File: config.mk
export PLATFORM = sky130hd
export DESIGN_NAME = osc_swap_ctrl
export DESIGN_NICKNAME = d
export VERILOG_FILES = /design/src/rtl/oscswap_pkg.sv /design/src/rtl/swp_tap_voter.sv /design/src/rtl/swp_half_divider.sv /design/src/rtl/swp_xbar.sv /design/src/rtl/osc_swap_ctrl.sv
export SDC_FILE = /design/constraint.sdc
export NUM_CORES = 1
export LEC_CHECK = 0
export ABC_CLOCK_PERIOD_IN_PS = 1450
export BUFFER_PORTS_ARGS = -buffer_cell sky130_fd_sc_hd__buf_2
export CAP_MARGIN = 0
export CORE_ASPECT_RATIO = 0.9
export CORE_MARGIN = 2
export CORE_UTILIZATION = 30
export DETAILED_ROUTE_END_ITERATION = 6
export GPL_TIMING_DRIVEN = 0
export HOLD_SLACK_MARGIN = 0.15
export RECOVER_POWER = 25
export SLEW_MARGIN = 0
export SYNTH_ARGS = -nofsm -noshare
export SYNTH_HDL_FRONTEND = slang
export SYNTH_SLANG_ARGS = --single-unit
File: constraint.sdc
create_clock -name clk -period 1.45 [get_ports clk]
set_input_delay 0.3625 -clock clk [delete_from_list [all_inputs] [get_ports clk]]
set_output_delay 0.3625 -clock clk [all_outputs]
set_load 0.005 [all_outputs]
File: src/rtl/oscswap_pkg.sv
`timescale 1ns/1ps
package oscswap_pkg;

   typedef enum logic {
      PATH_STRAIGHT = 1'b0,
      PATH_CROSSED  = 1'b1
   } path_e;

   function automatic logic maj3(input logic a, input logic b, input logic c);
      return (a & b) | (a & c) | (b & c);
   endfunction

endpackage

File: src/rtl/swp_tap_voter.sv
`timescale 1ns/1ps
module swp_tap_voter #(
   parameter int TAPS = 3
) (
   input  logic clk,
   input  logic rst_n,
   input  logic lvl_i,
   output logic voted_o
);
   import oscswap_pkg::*;

   generate
      if (TAPS != 1 && TAPS != 3) begin : g_bad_taps
         $error("swp_tap_voter: TAPS must be 1 or 3");
      end
   endgenerate

   logic [TAPS-1:0] taps_q;

   generate
      if (TAPS == 1) begin : g_direct
         always_ff @(posedge clk or negedge rst_n) begin
            if (!rst_n) taps_q <= '0;
            else        taps_q <= lvl_i;
         end
         assign voted_o = taps_q[0];
      end else begin : g_vote
         always_ff @(posedge clk or negedge rst_n) begin
            if (!rst_n) taps_q <= '0;
            else        taps_q <= {taps_q[TAPS-2:0], lvl_i};
         end
         assign voted_o = maj3(taps_q[0], taps_q[1], taps_q[TAPS-1]);

         // a rise of the voted level needs the input high on two samples
         a_r2_vote_needs_two: assert property (@(posedge clk) disable iff (!rst_n)
            $rose(voted_o) |-> ($past(lvl_i) && ($past(lvl_i, 2) || $past(lvl_i, 3))));
      end
   endgenerate

endmodule

File: src/rtl/swp_half_divider.sv
`timescale 1ns/1ps
module swp_half_divider (
   input  logic clk,
   input  logic rst_n,
   input  logic lvl_i,
   output logic sel_o
);
   import oscswap_pkg::*;

   logic  prev_q;
   path_e path_q;
   logic  rise;

   assign rise = lvl_i & ~prev_q;

   always_ff @(posedge clk or negedge rst_n) begin
      if (!rst_n) begin
         prev_q <= 1'b0;
         path_q <= PATH_STRAIGHT;
      end else begin
         prev_q <= lvl_i;
         if (rise) path_q <= (path_q == PATH_STRAIGHT) ? PATH_CROSSED : PATH_STRAIGHT;
      end
   end

   assign sel_o = path_q;

   // select held at straight routing during reset
   a_r1_sel_reset: assert property (@(posedge clk) !rst_n |-> (sel_o == 1'b0));

   // a voted rise flips the select on the following edge
   a_r3_rise_flips: assert property (@(posedge clk) disable iff (!rst_n)
      $rose(lvl_i) |=> $changed(sel_o));

   // the select never changes on two edges in a row
   a_r3_single_step: assert property (@(posedge clk) disable iff (!rst_n)
      $changed(sel_o) |=> $stable(sel_o));

   // a voted fall leaves the select alone
   a_r8_fall_ignored: assert property (@(posedge clk) disable iff (!rst_n)
      $fell(lvl_i) |=> $stable(sel_o));

endmodule

File: src/rtl/swp_xbar.sv
`timescale 1ns/1ps
module swp_xbar #(
   parameter int W = 8
) (
   input  logic         clk,
   input  logic         rst_n,
   input  logic         sel_i,
   input  logic [W-1:0] a_i,
   input  logic [W-1:0] b_i,
   output logic [W-1:0] a_o,
   output logic [W-1:0] b_o
);

   generate
      if (W < 1) begin : g_bad_w
         $error("swp_xbar: W must be at least 1");
      end
   endgenerate

   always_ff @(posedge clk or negedge rst_n) begin
      if (!rst_n) begin
         a_o <= '0;
         b_o <= '0;
      end else if (sel_i) begin
         a_o <= b_i;
         b_o <= a_i;
      end else begin
         a_o <= a_i;
         b_o <= b_i;
      end
   end

   // outputs cleared in reset
   a_r1_xbar_reset: assert property (@(posedge clk) !rst_n |-> (a_o == '0 && b_o == '0));

   // outputs are always a permutation of the previous inputs
   a_r7_permutation: assert property (@(posedge clk) disable iff (!rst_n)
      $past(rst_n) |->
         ((a_o == $past(a_i) && b_o == $past(b_i)) ||
          (a_o == $past(b_i) && b_o == $past(a_i))));

endmodule

File: src/rtl/osc_swap_ctrl.sv
`timescale 1ns/1ps
module osc_swap_ctrl #(
   parameter int CODE_W    = 14,
   parameter int LANES     = 1,
   parameter int VOTE_TAPS = 3
) (
   input  logic              clk,
   input  logic              rst_n,
   input  logic              half_tap_i,
   input  logic [CODE_W-1:0] thr1_code_i,
   input  logic [CODE_W-1:0] thr2_code_i,
   input  logic [LANES-1:0]  osca_pulse_i,
   input  logic [LANES-1:0]  oscb_pulse_i,
   output logic              swap_sel_o,
   output logic [CODE_W-1:0] osca_code_o,
   output logic [CODE_W-1:0] oscb_code_o,
   output logic [LANES-1:0]  thr1_pulse_o,
   output logic [LANES-1:0]  thr2_pulse_o
);

   generate
      if (CODE_W < 1 || LANES < 1) begin : g_bad_width
         $error("osc_swap_ctrl: CODE_W and LANES must be positive");
      end
   endgenerate

   logic voted;
   logic sel;

   swp_tap_voter #(.TAPS(VOTE_TAPS)) u_voter (
      .clk     (clk),
      .rst_n   (rst_n),
      .lvl_i   (half_tap_i),
      .voted_o (voted)
   );

   swp_half_divider u_div (
      .clk   (clk),
      .rst_n (rst_n),
      .lvl_i (voted),
      .sel_o (sel)
   );

   // input side: thread codes to oscillators
   swp_xbar #(.W(CODE_W)) u_code_mux (
      .clk   (clk),
      .rst_n (rst_n),
      .sel_i (sel),
      .a_i   (thr1_code_i),
      .b_i   (thr2_code_i),
      .a_o   (osca_code_o),
      .b_o   (oscb_code_o)
   );

   // output side: oscillator pulses back to thread counters
   swp_xbar #(.W(LANES)) u_pulse_mux (
      .clk   (clk),
      .rst_n (rst_n),
      .sel_i (sel),
      .a_i   (osca_pulse_i),
      .b_i   (oscb_pulse_i),
      .a_o   (thr1_pulse_o),
      .b_o   (thr2_pulse_o)
   );

   assign swap_sel_o = sel;

   // pulse count conserved across the routing stage
   a_r7_pulse_conserve: assert property (@(posedge clk) disable iff (!rst_n)
      $past(rst_n) |->
         ($countones({thr1_pulse_o, thr2_pulse_o}) ==
          $past($countones({osca_pulse_i, oscb_pulse_i}))));

endmodule

* After elaboration in Yosys (flattened, before gate mapping) *
Cells that the tools add are included.

word-level totals
  output and inout port bits = 31
  input port bits = 33
  register bits = 35

cells by class
  mux-type cells = 5
  bitwise logic cells = 7

operators by type and width
  operator           count
  2-to-1 mux 14 bit  2
  bitwise AND 1 bit  4
  2-to-1 mux 1 bit   3
  OR 1 bit           2
  inverter 1 bit     1

* Logic depth before layout (Yosys ltp) *
Gate-level depths: netlist (run 1).

  depth after elaboration = 4
  mapped depth = 3
  depth with buffers taken out = 3

* Cells and area by module *
Synthesis (run 1) repeated with hierarchy kept, for this count alone.

second synthesis, totals
  cells, all modules = 71
  area, all modules = 1381.3 um^2

modules (own cells, without submodules)
  module                   area an instance (um^2)  instances  cells each  sequential area each (um^2)
  swp_xbar at u_code_mux   1142.3                   1          59          700.7
  swp_tap_voter            86.3                     1          4           75.1
  swp_half_divider         80.1                     1          4           50.0
  swp_xbar at u_pulse_mux  72.6                     1          4           50.0

* Worst setup path after synthesis (run 1) *
Ideal clock, no wire load.

  path kind = reg2reg
  start point = register u_div.path_q, in the netlist u_div.sel_o
  end point = register u_code_mux.a_o[11]
  setup slack = 404 ps
  data arrival time = 921 ps
  clock period less this slack = 1046 ps
  buffers on the path = 1
  cell stages (with the launch flop) = 3
  cells stage by stage = dfrtp_1 > buf_6 > mux2_2

between the ends
  cells in the longest elaborated chain, start to end = 1

RTL lines
  element                   line                    RTL
  start: declaration        swp_half_divider.sv:11  path_e path_q;
  start signal: assignment  swp_half_divider.sv:22  if (rise) path_q <= (path_q == PATH_STRAIGHT) ? PATH_CROSSED : PATH_STRAIGHT;
  2-to-1 mux 14 bit         swp_xbar.sv:24          end else if (sel_i) begin
  end signal: assignment    swp_xbar.sv:25          a_o <= b_i;
  end signal: assignment    swp_xbar.sv:28          a_o <= a_i;
  end: declaration          swp_xbar.sv:10          output logic [W-1:0] a_o,

Every way passes these cells.
A chain may end at the register's enable or synchronous reset.

* Worst setup path after layout (run 1) *
  start point = register u_div.path_q, in the netlist u_div.sel_o
  end point = output port swap_sel_o

RTL lines
  element           line                 RTL
  end: declaration  osc_swap_ctrl.sv:14  output logic swap_sel_o,

No word-level cell between the ends.

==> metrics.yaml, run 1 <==
status:
  outcome: "complete, no violations"
yosys:
  muxShareOfSynthArea_pct: 26.5
  synth_top_cell_area_share_pct: 68.8
  synth_top_family_by_area: "multiplexers"
  yosysMostFrequentCell: "dfrtp_1"
  syn_nets: 104
  yosysSeqAreaShare_pct: 68.8
  synth_flop_cell: "dfrtp_1"
  synth-xor-area-share_pct: 0.688
  synth_area_leader_cell: "dfrtp_1"
  synthArstFlopShare_pct: 100
  synthDistinctLibCells: 6
  ys_ff_latch: 35
  synth_area_leaders: "dfrtp_1, mux2_2, buf_6"
  synth_cells: 71
  synth-compound-area-share_pct: 0
  syn_area_mm2: 0.00127
  syn_avg_cell_area_um2: 17.9
  ys_warn_count: 0
  synth_simple_gate_area_share_pct: 0.491
  synth_edf_count: 0
  yosys-top-cells-count: "dfrtp_1, mux2_2, buf_6"
  synth_fa_ha_area_share_pct: 0.884
min_path:
  hp-class: "primary input to async pin"
power:
  p_comb_share_pct: 33.4
  power.share.clock_pct: 22.6
  power_mw: 3.04
  leakage_nw: 0.847
  p_switching_mw: 0.810
  cellInternalPower_mw: 2.23
  power_density_mw_per_mm2: 1750
  swShare_pct: 26.6
  ir_drop_uv: 630
  seq_power_share_pct: 44.0
die:
  rows: 22
  ios: 64
  fp.dieArea_mm2: 0.00478
  die_w_um: 72.7
  core_area_mm2: 0.00407
  start_util_pct: 31.3
  die_h_um: 65.8
finish:
  layout-drive-gt1-share_pct: 73.8
  final_net_count: 174
  area_growth_pct: 36.3
  diodes: 0
drt:
  dr.pass1.iters: 4
  dr.first_iter.drc_count: 24
  vias_per_cell: 4.40
  post-route-drc-count: 0
  detail-route-antenna-nets: 0
  post_drt_wl_per_cell_um: 13.2
  drt_wl_total_um: 2500
  vias: 831
global_route:
  grt_pass1_wl_um: 4030
  use_met2_pct: 21.0
  grt_util_met1_pct: 11.4
  grt_usage_pct: 11.7
  grt_use_met3_pct: 4.73
  grt_pass1_vias: 904
  grt.overflow.total: 0
  antenna_found_initial: 0
  busiest_layer: "met2"
  grt_max_degree: 36
placement:
  portBuffers: 63
  dp_hpwl_um: 1890
  gp_congestion: 0.706
timing:
  setup_viol: 0
  slew_headroom_pct: 43.8
  final_hold_viol_count: 0
  finalClockSkew_ns: 0.00536
  finalSetupTns_ns: 0
  fin_worst_hold_slack_ns: 0.175
  min_period_over_period_pct: 87.3
  max_freq_ghz: 0.790
  worst_pin_slew_ns: 0.843
  min_period_ns: 1.27
  rsz0062_at_grt: "no"
  slew_viol_final: 0
critical_path:
  rr_worst_depth: 2
  worstPathMaxFanout: 5
  start_kind: "flop"
  crit_path_end_kind: "primary output"
  cp.depth: 1
  cp_slowest_cell: "dfrtp_1"
  arrival_ns: 0.90
  cp_cell_sequence: "buf_2"
  rrSetupSlack_ns: 0.32
  r2r-end: "u_code_mux.a_o[7]$_DFF_PN0_"
  cp-startpoint: "u_div.sel_o$_DFFE_PN0P_"
  crit_end: "swap_sel_o"
  path_delay_family: "flip-flops"
  cp.buffers_inverters: 1
  crit_required_ns: 1.09
  cpPeakStageDelay_ns: 0.47
  r2r_start: "u_div.sel_o$_DFFE_PN0P_"
  crit_type: "flop to primary output"
clock_tree:
  cts_buffers: 5
  clk_pin_slew_worst_paths_ns: 0.07
  cts_tree: "built"
  root_buffer: "clkbuf_8"
  htree_levels: 2
  ctsHoldBuffers: 0
  cts_sinks: 35
  clk_latency_ns: 0.28
  ctsLongestPathBuffers: 2
  postCtsSetupBuffers: 0
  ctsResizeCount: 0
run:
  drv_cap: 0
## cell usage in the layout (no fill, tap or decap)
cell	count
buf_2	62
dfrtp_1	35
mux2_2	30
clkbuf_8	6
buf_6	3
maj3_2	1
nand2b_1	1
xnor2_1	1
clkinv_2	1
clkbuf_2	1
## through the flow
stage	utilization, %	instance area (µm²)	instances	setup slack [ns]
6_report	42.6	1740	189	0.185
5_1_grt	42.6	1740	189	0.127
4_1_cts	42.6	1740	189	0.161
3_5_place_dp	40.5	1650	182	0.298
3_3_place_gp	40.5	1650	182	0.329
2_1_floorplan	-	1270	71	0.404
## worst min-delay path by stage
stage / slack (ns) / to / startpoint / depth (start not counted)
CTS: 0.17 / u_code_mux.b_o[2]$_DFF_PN0_ / rst_n / 1
finish: 0.17 / u_code_mux.b_o[2]$_DFF_PN0_ / rst_n / 1
global placement: 0.37 / u_voter.taps_q[1]$_DFF_PN0_ / u_voter.taps_q[0]$_DFF_PN0_ / 0
floorplan: 0.07 / u_code_mux.a_o[0]$_DFF_PN0_ / rst_n / 0
detailed placement: 0.37 / u_voter.taps_q[2]$_DFF_PN0_ / u_voter.taps_q[1]$_DFF_PN0_ / 0
global route: 0.18 / u_voter.taps_q[0]$_DFF_PN0_ / half_tap_i / 1
## metal layers
layer / vias to the layer above / share of wire, % / wire length, µm
li1: 381 / - / -
met1: 407 / 38 / 955
met2: 39 / 52 / 1310
met3: 4 / 8.3 / 208
met4: 0 / 1.3 / 32
met5: - / 0 / 0
## power groups by stage
stage	Sequential [mW]	Combinational [mW]	Clock, mW
floorplan	1.40	0.561	0
finish	1.34	1.01	0.688
global placement	1.34	1.03	0
global route	1.36	1.12	0.767
detailed placement	1.36	1.05	0
CTS	1.34	1.04	0.715
## registers in the layout, summed over array words and instances (netlist names)
name             cells
u_code_mux.b_o      14
u_pulse_mux.a_o      1
u_div.sel_o          1
u_voter.taps_q       3
u_code_mux.a_o      14
u_pulse_mux.b_o      1
u_div.prev_q         1
## cells by family (layout without fill, tap and decap cells)
| kind of cell | after synthesis | after routing |
|---|---|---|
| fa+ha+maj | 1 | 1 |
| flops | 35 | 35 |
| simple gates | 1 | 1 |
| xor+xnor | 1 | 1 |
| buf+inv | 3 | 73 |
| mux | 30 | 30 |
## area by class of cell
cell class	instances	area, µm²
tap	48	60.1
clock buffer	6	82.6
clock inverter	1	5.00
timing repair buffer	63	315
multi-input combinational	33	364
sequential	35	876
buffer	3	33.8
fill	411	2340
No activity file was read; power rests on OpenSTA's default activity.
==> inputs of run 2 (changes only) <==
--- a/config.mk
+++ b/config.mk
@@ -18,4 +18,5 @@
 export SLEW_MARGIN = 0
 export SYNTH_ARGS = -nofsm -noshare
 export SYNTH_HDL_FRONTEND = slang
+export SYNTH_HIERARCHICAL = 1
 export SYNTH_SLANG_ARGS = --single-unit
==> run 2 against run 1 <==
Compared with the run above: sequential share of layout area fell by 4.0 points; largest cell class unchanged; register-to-register slack got worse by 0.15 ns; via count rose by 1.9%; setup slack got worse by 0.017 ns; total power rose by 14%; global-route usage fell by 1.4 points; die area rose by 7.9%; design area rose by 8.6%; core utilization fell by 0.054 points; critical endpoint is now u_code_mux/b_o[4]$_DFF_PN0_.
==> metrics.yaml, run 2 <==
status:
  outcome: "complete, no violations"
global_route:
  grt_util_met1_pct: 10.9  # -0.58 points
  grt_pass1_vias: 828  # -8.4%
  use_met2_pct: 17.9  # -3.1 points
  grt_max_degree: 36  # unchanged
  grt_use_met3_pct: 4.42  # -0.31 points
  grt.overflow.total: 0  # unchanged
  antenna_found_initial: 0  # unchanged
  grt_usage_pct: 10.3  # -1.4 points
  busiest_layer: "met2"
  grt_pass1_wl_um: 3730  # -7.4%
timing:
  slew_headroom_pct: 43.7  # -0.13 points
  min_period_over_period_pct: 88.5  # +1.2 points
  min_period_ns: 1.28  # +0.0175 ns
  max_freq_ghz: 0.779  # -1.4%
  finalClockSkew_ns: 0.00368  # -0.00168 ns
  worst_pin_slew_ns: 0.845  # +0.00192 ns
  rsz0062_at_grt: "no"
  final_hold_viol_count: 0  # unchanged
  finalSetupTns_ns: 0  # unchanged
  setup_viol: 0  # unchanged
  slew_viol_final: 0  # unchanged
yosys:
  synth_area_leader_cell: "dfrtp_1"
  ys_warn_count: 6  # +6
  synth_top_cell_area_share_pct: 63.4  # -5.4 points
  ys_ff_latch: 35  # unchanged
  yosysMostFrequentCell: "dfrtp_1"
  synth_flop_cell: "dfrtp_1"
  syn_nets: 104  # unchanged
  synthArstFlopShare_pct: 100  # unchanged
  synthDistinctLibCells: 8  # +2
  yosysSeqAreaShare_pct: 63.4  # -5.4 points
  synth_cells: 71  # unchanged
  yosys-top-cells-count: "dfrtp_1, mux2_4, mux2_2"
  synth_area_leaders: "dfrtp_1, mux2_4, mux2_2"
  syn_avg_cell_area_um2: 19.5  # +8.4%
  synth_edf_count: 0  # unchanged
  syn_area_mm2: 0.00138  # +8.4%
die:
  die_w_um: 75.5  # +3.9%
  start_util_pct: 31.2  # -0.097 points
  rows: 23  # +4.5%
  core_area_mm2: 0.00443  # +8.8%
  fp.dieArea_mm2: 0.00516  # +7.9%
  die_h_um: 68.4  # +3.9%
  ios: 64  # unchanged
finish:
  n_fill_cell: 444  # +8.0%
  layout_common_cells: "buf_2, dfrtp_1, mux2_4"
  layout-drive-gt1-share_pct: 75.4  # +1.6 points
  final_net_count: 174  # unchanged
  final-seq-area_um2: 876  # unchanged
  final_common_cell: "buf_2"
  multi_input_area_um2: 454  # +25%
  final_area_mm2: 0.00189  # +8.6%
  top_regs: "u_code_mux/a_o x14, u_code_mux/b_o x14, u_voter/taps_q x3"
  area_growth_pct: 36.6
  diodes: 0  # unchanged
  stdcell_count: 204  # +7.9%
power:
  power_density_mw_per_mm2: 1830  # +4.7%
  leakage_nw: 0.962  # +14%
  ir_drop_uv: 644  # +2.2%
  power_mw: 3.46  # +14%
placement:
  gp_congestion: 0.596  # -16%
  portBuffers: 63  # unchanged
  dp.cells: 196  # +7.7%
  dp_hpwl_um: 1970  # +4.4%
  postPlaceCellArea_mm2: 0.00177  # +7.6%
critical_path:
  r2r-end: "u_code_mux/b_o[4]$_DFF_PN0_"
  crit_required_ns: 1.61  # +0.52 ns
  start_kind: "flop"
  crit_path_end_kind: "flop"
  worstPathMaxFanout: 10  # +5
  r2r_start: "u_div/sel_o$_DFFE_PN0P_"
  cp-startpoint: "u_div/sel_o$_DFFE_PN0P_"
  rr_worst_depth: 3  # +1
  arrival_ns: 1.45  # +0.55 ns
  crit_type: "flop to flop"
  rrSetupSlack_ns: 0.17  # -0.15 ns
drt:
  dr.pass1.iters: 2  # -2
  post-route-drc-count: 0  # unchanged
  post_drt_wl_per_cell_um: 13.0  # -2.1%
  vias_per_cell: 4.15  # -5.6%
  vias: 847  # +1.9%
  detail-route-antenna-nets: 0  # unchanged
  drt_wl_total_um: 2650  # +5.6%
  dr.first_iter.drc_count: 14  # -42%
clock_tree:
  cts_tree: "built"
  ctsResizeCount: 0  # unchanged
  clk_pin_slew_worst_paths_ns: 0.07  # about the same
  root_buffer: "clkbuf_8"
  clk_latency_ns: 0.28  # about the same
  ctsLongestPathBuffers: 2  # unchanged
  htree_levels: 2  # unchanged
  cts_sinks: 35  # unchanged
  ctsHoldBuffers: 0  # unchanged
  postCtsSetupBuffers: 0  # unchanged
  cts_buffers: 5  # unchanged
min_path:
  hp-class: "primary input to async pin"
run:
  drv_cap: 0  # unchanged
run 2: logic make-up (layout without fill, tap and decap cells):
kind of cell | count (synthesis) | in the layout | share of synthesized area, %
AND/OR/NAND/NOR | 1 | 1 | 0.996
multiplexers | 30 | 30 | 29.9
buffers and inverters | 3 | 74 | 3.71
XOR/XNOR | 1 | 1 | 1.18
adder cells (fa/ha/maj) | 1 | 1 | 0.815
flip-flops | 35 | 35 | 63.4
run 2: where the power goes:
| group | leakage [nW] | switching (mW) | internal [mW] |
|---|---|---|---|
| registers | 0.408 | 0.0898 | 1.25 |
| logic | 0.496 | 0.479 | 0.787 |
| clock network | 0.0581 | 0.343 | 0.511 |
| total | 0.962 | 0.912 | 2.55 |
run 2: routing by layer:
layer | routed length [µm] | vias to the layer above
li1 | - | 385
met4 | 19 | 0
met5 | 0 | -
met3 | 195 | 4
met1 | 1080 | 418
met2 | 1350 | 40
run 2: how the worst max path moves through the flow:
stage / cells past startpoint / to
6_report: 3 / u_code_mux/b_o[4]$_DFF_PN0_
5_1_grt: 3 / u_code_mux/b_o[4]$_DFF_PN0_
4_1_cts: 3 / u_code_mux/b_o[4]$_DFF_PN0_
3_5_place_dp: 3 / u_code_mux/b_o[4]$_DFF_PN0_
3_3_place_gp: 3 / u_code_mux/b_o[12]$_DFF_PN0_
2_1_floorplan: 3 / u_code_mux/a_o[0]$_DFF_PN0_
run 2: critical path, stage by stage (launching register included):
cell,delay [ns]
dfrtp_1,0.47
buf_6,0.21
buf_12,0.17
mux2_4,0.31
run 2: stage by stage:
step                      setup slack, ns  utilization, %  hold WS [ns]
after floorplan                     0.258               -        0.0669
after global placement              0.197            40.0         0.371
after detailed placement            0.166            40.0         0.380
after CTS                           0.147            42.6         0.175
after global routing                0.103            42.6         0.185
final                               0.167            42.6         0.174
run 2: cell type report:
cell class                 count  area share [%]
tap                           62            4.11
sequential                    35            46.4
timing repair buffer          63            16.7
clock inverter                 3            2.32
clock buffer                   5            3.65
multi-input combinational     33            24.1
buffer                         3            2.72
==> inputs of run 3 (changes only) <==
--- a/config.mk
+++ b/config.mk
@@ -14,6 +14,7 @@
 export DETAILED_ROUTE_END_ITERATION = 6
 export GPL_TIMING_DRIVEN = 0
 export HOLD_SLACK_MARGIN = 0.15
+export PLACE_DENSITY = 0.56
 export RECOVER_POWER = 25
 export SLEW_MARGIN = 0
 export SYNTH_ARGS = -nofsm -noshare
==> run 3 against run 2 <==
Compared with the run above: register-to-register slack is essentially flat; combinational power barely moved; global-route usage up 1.5 points; worst hold slack improved by 0.0087 ns; die area unchanged; design area shrank 1.7%; largest power group unchanged; cell count unchanged; clock power fell by 22%.
==> metrics.yaml, run 3 (same netlist as run 2, synthesis figures left out) <==
drt:
  vias: 825  # -2.6%
  detail-route-antenna-nets: 0  # unchanged
  post_drt_wl_per_cell_um: 13.6  # +5.3%
  vias_per_cell: 4.04  # -2.6%
  drt_wl_total_um: 2780  # +5.3%
  dr.pass1.iters: 2  # unchanged
  post-route-drc-count: 0  # unchanged
  dr.first_iter.drc_count: 20  # +6
power:
  leakage_nw: 0.946  # -1.7%
  ir_drop_uv: 521  # -19%
  power_mw: 3.27  # -5.4%
  power_density_mw_per_mm2: 1760  # -3.8%
critical_path:
  crit_type: "flop to flop"
  rrSetupSlack_ns: 0.17  # about the same
  r2r-end: "u_code_mux/a_o[7]$_DFF_PN0_"
  crit_required_ns: 1.62  # about the same
  rr_worst_depth: 3  # unchanged
  arrival_ns: 1.45  # about the same
  r2r_start: "u_div/sel_o$_DFFE_PN0P_"
  worstPathMaxFanout: 10  # unchanged
  crit_path_end_kind: "flop"
  start_kind: "flop"
global_route:
  grt_pass1_vias: 874  # +5.6%
  antenna_found_initial: 0  # unchanged
  grt_usage_pct: 11.9  # +1.5 points
  grt.overflow.total: 0  # unchanged
  grt_pass1_wl_um: 4290  # +15%
  grt_max_degree: 36  # unchanged
finish:
  final_common_cell: "buf_2"
  multi_input_area_um2: 454  # unchanged
  final_net_count: 174  # unchanged
  diodes: 0  # unchanged
  n_fill_cell: 436  # -1.8%
  top_regs: "u_code_mux/a_o x14, u_code_mux/b_o x14, u_voter/taps_q x3"
  post-route-util_pct: 41.9  # -0.71 points
  area_growth_pct: 34.3
  layout-drive-gt1-share_pct: 73.9  # -1.4 points
  final-seq-area_um2: 876  # unchanged
  layout_common_cells: "buf_2, dfrtp_1, mux2_4"
die:
  fp.dieArea_mm2: 0.00516  # unchanged
  core_area_mm2: 0.00443  # unchanged
  start_util_pct: 31.2  # unchanged
  die_w_um: 75.5  # unchanged
  ios: 64  # unchanged
  die_h_um: 68.4  # unchanged
  rows: 23  # unchanged
clock_tree:
  ctsHoldBuffers: 0  # unchanged
  cts_sinks: 35  # unchanged
  clk_latency_ns: 0.28  # about the same
  clk_pin_slew_worst_paths_ns: 0.07  # about the same
  root_buffer: "clkbuf_8"
  ctsResizeCount: 0  # unchanged
  htree_levels: 2  # unchanged
  ctsLongestPathBuffers: 2  # unchanged
  postCtsSetupBuffers: 0  # unchanged
  cts_buffers: 5  # unchanged
  cts_tree: "built"
timing:
  setup_viol: 0  # unchanged
  min_period_ns: 1.28  # +0.00134 ns
  slew_viol_final: 0  # unchanged
  worst_pin_slew_ns: 0.875  # +0.0301 ns
  max_freq_ghz: 0.779  # -0.10%
  slew_headroom_pct: 41.7  # -2.0 points
  fin_ws_ns: 0.166  # -0.00134 ns
  min_period_over_period_pct: 88.6  # +0.092 points
  finalClockSkew_ns: 0.00783  # +0.00416 ns
  final_hold_viol_count: 0  # unchanged
  rsz0062_at_grt: "no"
  finalSetupTns_ns: 0  # unchanged
min_path:
  hp-class: "primary input to async pin"
placement:
  place_ws_ns: 0.157  # -0.00950 ns
  portBuffers: 63  # unchanged
  gp_congestion: 0.620  # +4.0%
status:
  outcome: "complete, no violations"
run:
  drv_cap: 0  # unchanged
==> run 3: cell types whose count changed in the layout (fill, tap and decap cells not counted), sizes merged <==
cell	previous run	this run
bufinv	1	0
clkbuf	6	8
clkinv	2	1
==> run 3: report_power, final <==
| group | switching [mW] | internal, mW |
|---|---|---|
| Clock | 0.325 | 0.337 |
| Combinational | 0.486 | 0.787 |
| Sequential | 0.0893 | 1.25 |
| Total | 0.901 | 2.37 |
==> run 3: how the worst max path moves through the flow <==
stage,startpoint,to,depth (start not counted)
6_report,u_div/sel_o$_DFFE_PN0P_,u_code_mux/a_o[7]$_DFF_PN0_,3
5_1_grt,u_div/sel_o$_DFFE_PN0P_,u_code_mux/a_o[9]$_DFF_PN0_,3
4_1_cts,u_div/sel_o$_DFFE_PN0P_,u_code_mux/a_o[3]$_DFF_PN0_,3
3_5_place_dp,u_div/sel_o$_DFFE_PN0P_,u_code_mux/a_o[7]$_DFF_PN0_,3
3_3_place_gp,u_div/sel_o$_DFFE_PN0P_,u_code_mux/a_o[3]$_DFF_PN0_,3
2_1_floorplan,u_div/sel_o$_DFFE_PN0P_,u_code_mux/a_o[0]$_DFF_PN0_,3
==> run 3: per-stage QoR <==
| stage | hold slack (ns) | cell area [µm²] | std cells |
|---|---|---|---|
| after CTS | 0.178 | 1860 | 204 |
| after detailed placement | 0.379 | 1770 | 196 |
| after global placement | 0.368 | 1770 | 196 |
| after global routing | 0.171 | 1860 | 204 |
| after floorplan | 0.0669 | 1380 | 71 |
| final | 0.183 | 1860 | 204 |
==> run 3: final cells by class <==
cell class / instances / share of cell area (%)
tap: 62 / 4.18
clock inverter: 1 / 0.270
buffer: 3 / 2.76
multi-input combinational: 33 / 24.5
timing repair buffer: 63 / 17.0
sequential: 35 / 47.2
clock buffer: 7 / 4.11
==> run 3: layer usage <==
metal	vias to the layer above	part of all wire, %	track usage (%)
met5	-	0	0
met4	0	0.97	5.92
met3	2	5.7	4.12
met2	30	53	19.7
met1	407	40	13.6
li1	386	-	-
==> run 3: critical path, cell delays in order (launching register included) <==
cell and delay, ns:
dfrtp_1 0.48, buf_6 0.22, buf_12 0.17, mux2_4 0.30
